## config.mk

```make
export PLATFORM = sky130hd
export DESIGN_NAME = wrlock_cfg_bank
export DESIGN_NICKNAME = d
export VERILOG_FILES = /design/src/rtl/wlcb_pkg.sv /design/src/rtl/wlcb_wcount.sv /design/src/rtl/wlcb_progfile.sv /design/src/rtl/wlcb_latch.sv /design/src/rtl/wrlock_cfg_bank.sv
export SDC_FILE = /design/constraint.sdc
export NUM_CORES = 1
export LEC_CHECK = 0
export BUFFER_PORTS_ARGS = -buffer_cell sky130_fd_sc_hd__buf_2
export CAP_MARGIN = 20
export CORE_AREA = 2 2 90 101
export CTS_CLUSTER_SIZE = 25
export DETAILED_ROUTE_END_ITERATION = 8
export DIE_AREA = 0 0 92 103
export GPL_TIMING_DRIVEN = 0
export PLACE_DENSITY_LB_ADDON = 0.05
export SETUP_SLACK_MARGIN = 0.2
export SYNTH_ARGS = -nofsm -noshare
export SYNTH_HDL_FRONTEND = slang
export SYNTH_SLANG_ARGS = --single-unit
```

## constraint.sdc

```tcl
create_clock -name clk -period 5.9 [get_ports clk]
set_input_delay 0.295 -clock clk [delete_from_list [all_inputs] [get_ports clk]]
set_output_delay 0.295 -clock clk [all_outputs]
set_load 0.02 [all_outputs]
```

## src/rtl/wlcb_pkg.sv

```systemverilog
package wlcb_pkg;

    // Gate state of the output stage.
    typedef enum logic {
        GATE_SHUT = 1'b0,
        GATE_OPEN = 1'b1
    } gate_e;

endpackage

```

## src/rtl/wlcb_wcount.sv

```systemverilog
module wlcb_wcount
    import wlcb_pkg::*;
#(
    parameter int unsigned LIMIT = 32,
    localparam int unsigned CW   = $clog2(LIMIT + 1)
) (
    input  logic          clk,
    input  logic          rst_n,
    input  logic          wr_stb,
    output logic          open_d,
    output logic          open_q,
    output logic [CW-1:0] cnt_q
);

    typedef struct packed {
        logic [CW-1:0] cnt;
        gate_e         gate;
    } cnt_st_t;

    cnt_st_t st_d, st_q;

    always_comb begin
        st_d = st_q;
        // Count only while shut, so the count saturates at LIMIT.
        if (wr_stb && st_q.gate == GATE_SHUT) begin
            st_d.cnt = st_q.cnt + CW'(1);
        end
        if (st_d.cnt == CW'(LIMIT)) begin
            st_d.gate = GATE_OPEN;
        end
    end

    always_ff @(posedge clk or negedge rst_n) begin
        if (!rst_n) begin
            st_q.cnt  <= '0;
            st_q.gate <= GATE_SHUT;
        end else begin
            st_q <= st_d;
        end
    end

    assign open_d = (st_d.gate == GATE_OPEN);
    assign open_q = (st_q.gate == GATE_OPEN);
    assign cnt_q  = st_q.cnt;

endmodule

```

## src/rtl/wlcb_progfile.sv

```systemverilog
module wlcb_progfile #(
    parameter int unsigned ADDR_W = 4,
    parameter int unsigned DATA_W = 4,
    localparam int unsigned NUM_LOC = 1 << ADDR_W,
    localparam int unsigned FW = NUM_LOC * DATA_W,
    parameter logic [NUM_LOC-1:0] ABSENT_MASK = '0,
    parameter logic [FW-1:0] PROG_PWRUP = '0
) (
    input  logic              clk,
    input  logic              wr_stb,
    input  logic [ADDR_W-1:0] wr_addr,
    input  logic [DATA_W-1:0] wr_data,
    output logic [FW-1:0]     prog_nxt
);

    for (genvar g = 0; g < NUM_LOC; g++) begin : g_loc
        if (ABSENT_MASK[g]) begin : g_absent
            assign prog_nxt[g*DATA_W +: DATA_W] = '0;
        end else begin : g_reg
            logic [DATA_W-1:0] r_d, r_q;

            // No reset: content is undefined at power-up; PROG_PWRUP
            // stands for that arbitrary content.
            initial r_q = PROG_PWRUP[g*DATA_W +: DATA_W];

            always_comb begin
                r_d = r_q;
                if (wr_stb && wr_addr == ADDR_W'(g)) begin
                    r_d = wr_data;
                end
            end

            always @(posedge clk) begin
                r_q <= r_d;
            end

            assign prog_nxt[g*DATA_W +: DATA_W] = r_d;
        end
    end

endmodule

```

## src/rtl/wlcb_latch.sv

```systemverilog
module wlcb_latch #(
    parameter int unsigned NUM_LOC = 16,
    parameter int unsigned DATA_W  = 4,
    localparam int unsigned FW = NUM_LOC * DATA_W,
    parameter logic [NUM_LOC-1:0] ABSENT_MASK = '0,
    parameter logic [FW-1:0] LATCH_INIT = '0
) (
    input  logic          clk,
    input  logic          rst_n,
    input  logic          open_d,
    input  logic [FW-1:0] prog_nxt,
    output logic [FW-1:0] cfg_o
);

    function automatic logic [FW-1:0] keep_bits();
        logic [FW-1:0] k;
        k = '0;
        for (int i = 0; i < NUM_LOC; i++) begin
            k[i*DATA_W +: DATA_W] = ABSENT_MASK[i] ? '0 : {DATA_W{1'b1}};
        end
        return k;
    endfunction

    localparam logic [FW-1:0] KEEP = keep_bits();

    typedef struct packed {
        logic [FW-1:0] val;
    } lat_st_t;

    lat_st_t st_d, st_q;

    always_comb begin
        st_d = st_q;
        // Open (or opening this edge): follow the programming stage.
        if (open_d) begin
            st_d.val = prog_nxt & KEEP;
        end
    end

    always_ff @(posedge clk or negedge rst_n) begin
        if (!rst_n) begin
            st_q.val <= LATCH_INIT & KEEP;
        end else begin
            st_q <= st_d;
        end
    end

    assign cfg_o = st_q.val;

endmodule

```

## src/rtl/wrlock_cfg_bank.sv

```systemverilog
module wrlock_cfg_bank #(
    parameter int unsigned ADDR_W        = 4,
    parameter int unsigned DATA_W        = 4,
    parameter int unsigned UNLOCK_WRITES = 32,
    localparam int unsigned NUM_LOC = 1 << ADDR_W,
    localparam int unsigned FW      = NUM_LOC * DATA_W,
    localparam int unsigned CW      = $clog2(UNLOCK_WRITES + 1),
    parameter logic [NUM_LOC-1:0] ABSENT_MASK = NUM_LOC'(16'h6000),
    parameter logic [FW-1:0] LATCH_INIT = '0,
    parameter logic [FW-1:0] PROG_PWRUP = '0
) (
    input  logic              clk,
    input  logic              rst_n,
    input  logic              wr_stb,
    input  logic [ADDR_W-1:0] wr_addr,
    input  logic [DATA_W-1:0] wr_data,
    output logic [FW-1:0]     cfg_o
);

    logic          open_d;
    logic          open_q;
    logic [CW-1:0] cnt_q;
    logic [FW-1:0] prog_nxt;

    wlcb_wcount #(
        .LIMIT (UNLOCK_WRITES)
    ) count_i (
        .clk    (clk),
        .rst_n  (rst_n),
        .wr_stb (wr_stb),
        .open_d (open_d),
        .open_q (open_q),
        .cnt_q  (cnt_q)
    );

    wlcb_progfile #(
        .ADDR_W      (ADDR_W),
        .DATA_W      (DATA_W),
        .ABSENT_MASK (ABSENT_MASK),
        .PROG_PWRUP  (PROG_PWRUP)
    ) prog_i (
        .clk      (clk),
        .wr_stb   (wr_stb),
        .wr_addr  (wr_addr),
        .wr_data  (wr_data),
        .prog_nxt (prog_nxt)
    );

    wlcb_latch #(
        .NUM_LOC     (NUM_LOC),
        .DATA_W      (DATA_W),
        .ABSENT_MASK (ABSENT_MASK),
        .LATCH_INIT  (LATCH_INIT)
    ) latch_i (
        .clk      (clk),
        .rst_n    (rst_n),
        .open_d   (open_d),
        .prog_nxt (prog_nxt),
        .cfg_o    (cfg_o)
    );

endmodule

```

==> reports/metrics.yaml <==
clocking:
  cts_max_path_buffers: 2
  htreeDepth: 4
  post_cts_buffers: 0
  cts-root-buf: "clkbuf_8"
  insertion_delay_ns: 0.51
  cts_hold_buf: 1
  cts_tree: "yes"
  cts_num_sinks: 119
  post_cts_resize_count: 0
  clk_pin_slew_ns: 0.06
  cts_made_buffers: 17
synthesis:
  netlist.area_leader.share_pct: 34.8
  synth-seq-cells: 119
  postSynth.asyncResetShare_pct: 52.9
  yosysTopAreaCell: "dfrtp_1"
  syn_area_um2: 4530
  syn_avg_cell_area_um2: 15.5
  synthCells: 292
  ys.flop_type: "dfrtp_1"
  yosys.cell_types.count: 27
  synth-edff-count: 0
  synth_warnings: 0
  seq_area_frac_synth_pct: 59.6
  yosys-top-cells-area: "dfrtp_1 35%, dfxtp_1 25%, mux2_2 21%"
worst_setup_path:
  crit_path_end_kind: "flop"
  cp.required_ns: 6.29
  worstPathArrival_ns: 2.67
  startpoint_type: "flop"
  critPathMaxFanout: 10
  worstSetupPathType: "reg2reg"
detailed_routing:
  drt-total-wl_mm: 8.25
  dr.pass1.iters: 4
  routedWlPerCell_um: 16.1
  antenna_left: 0
  drt-initial-drc-count: 73
  vias: 2495
  drc_errors: 0
  drt-vias-per-instance: 4.88
global_route:
  grt_max_degree: 64
  antenna_found_initial: 1
  gr-total-overflow: 0
  gr-usage-all-layers_pct: 18.5
  grt_pass1_wl_mm: 12.9
  grt_pass1_vias: 2523
worst_hold_path:
  hold_path_class: "in2reg"
run_status:
  outcome: "finished clean"
placed_design:
  gp_congestion: 0.718
  place_hpwl_mm: 5.40
  placed_area_um2: 5030
  io_buffers: 66
floorplanning:
  rows: 36
  die_x_um: 92
  boundaryPins: 75
  die_h_um: 103
  initial_core_util_pct: 52.9
  die_area_um2: 9480
  core-area_um2: 8560
sta:
  rsz0062_at_grt: "no"
  hold_violations: 0
  max_slew_margin_pct: 45.9
  fmaxAchievable_mhz: 439
  worst_pin_slew_ns: 0.812
  drv_slew: 0
  fin_crit_sh_pct: 38.6
  setup_viol: 0
  clock_skew_ns: 0.00638
  period_needed_ns: 2.28
  final.setup.tns_ns: 0
power:
  clock_power_share_pct: 39.2
  peakVddDrop_mv: 0.219
  internal-power_mw: 1.86
  p_leak_nw: 2.69
  p_per_area_nw_per_um2: 447
  switchingPower_mw: 0.647
  pwr-share-comb_pct: 18.4
  power_frac_seq_pct: 42.3
  sw_frac_of_total_pct: 25.8
final_layout:
  design_area_um2: 5620
  final_common_cell: "mux2_2"
  layout-drive-gt1-share_pct: 56.7
  diodes: 0
  n_fill_cell: 681
  final_cell_mix: "84 x mux2_2, 65 x buf_2, 63 x dfrtp_1"
  ff_latch_area_um2: 2700
  multi_input_area_um2: 1680
  nets: 397
  areaGrowthSynthToFinish_pct: 24.0
job:
  maxCapViolCount: 0
==> through the flow <==
stage | std cells | setup slack, ns | util [%] | hold slack, ns | power, mW
2_1_floorplan | 299 | 3.83 | - | -0.000591 | 1.39
3_3_place_gp | 479 | 3.62 | 58.8 | 0.452 | 1.53
3_5_place_dp | 479 | 3.59 | 58.8 | 0.445 | 1.54
4_1_cts | 511 | 3.63 | 65.6 | 0.0782 | 2.54
5_1_grt | 511 | 3.56 | 65.6 | 0.102 | 2.62
6_report | 511 | 3.62 | 65.6 | 0.104 | 2.51
==> state kept, by name (all words and copies together) (netlist names) <==
register	flops
count_i.cnt_q	6
count_i.open_q	1
latch_i.cfg_o	56
prog_i.g_loc.g_reg.r_q	56
==> synth_stat cells, types with 2 or more instances <==
library cell / count
buf_6: 2
nand2b_1: 7
mux2_2: 84
clkbuf_1: 4
nand2_1: 2
nor2_1: 8
mux2_4: 29
xor2_1: 2
inv_1: 2
nand4_1: 3
dfrtp_1: 63
nand3b_1: 3
xnor2_1: 3
buf_12: 3
buf_4: 10
dfxtp_1: 56
==> power groups by stage <==
stage / registers [mW] / clock network [mW] / logic [mW]
3_5_place_dp: 1.08 / 0 / 0.467
6_report: 1.06 / 0.984 / 0.463
4_1_cts: 1.06 / 1.00 / 0.470
2_1_floorplan: 1.18 / 0 / 0.214
3_3_place_gp: 1.07 / 0 / 0.459
5_1_grt: 1.08 / 1.04 / 0.501
==> worst max-delay path: stages, from the launching register on <==
cell     delay [ns]
dfrtp_1        0.42
nor2b_4        0.12
buf_6          0.12
nand4_1        0.11
xnor2_1        0.19
o41ai_4        0.48
buf_6          0.24
buf_12         0.17
mux2_4         0.30
==> kinds of logic after synthesis <==
| group | after synthesis | share of synthesized area [%] |
|---|---|---|
| other | 1 | 0.0828 |
| xor gates and xnor gates | 5 | 0.967 |
| buffers and inverters | 21 | 3.98 |
| AOI/OAI and AO/OA | 2 | 0.774 |
| and+or+nand+nor | 30 | 3.87 |
| DFF | 119 | 59.6 |
| adders and majority gates | 1 | 0.276 |
| muxes | 113 | 30.5 |
==> cell type report <==
cell class / instances / area share, %
Clock buffer: 23 / 8.49
Buffer: 19 / 3.07
Multi-Input combinational cell: 159 / 29.9
Timing Repair Buffer: 67 / 6.11
Clock inverter: 8 / 1.74
Sequential cell: 119 / 48.0
Tap cell: 114 / 2.54
Inverter: 2 / 0.134
==> layer usage <==
metal  track usage, %  up-vias  part of all wire [%]
met5                0        -                  0.16
met4             7.92        2                   1.4
met3             6.73       13                   4.6
met2             30.3       54                    49
met1             22.3     1231                    45
li1                 -     1195                     -
==> worst paths after layout <==
kind,startpoint,to,slack (ns),cells after the start
worst min register to register,prog_i.g_loc[4].g_reg.r_q[0],prog_i.g_loc[4].g_reg.r_q[0],0.46,1
max in group asynchronous,rst_n,latch_i.cfg_o[13],4.94,2
min in group asynchronous,rst_n,latch_i.cfg_o[35],0.42,2
worst min-delay path,wr_data[1],prog_i.g_loc[9].g_reg.r_q[1],0.10,2
worst max-delay path,count_i.open_q,latch_i.cfg_o[34],3.62,8
worst max register to register,count_i.open_q,latch_i.cfg_o[34],3.62,8
(Power assumes the default switching activity.)
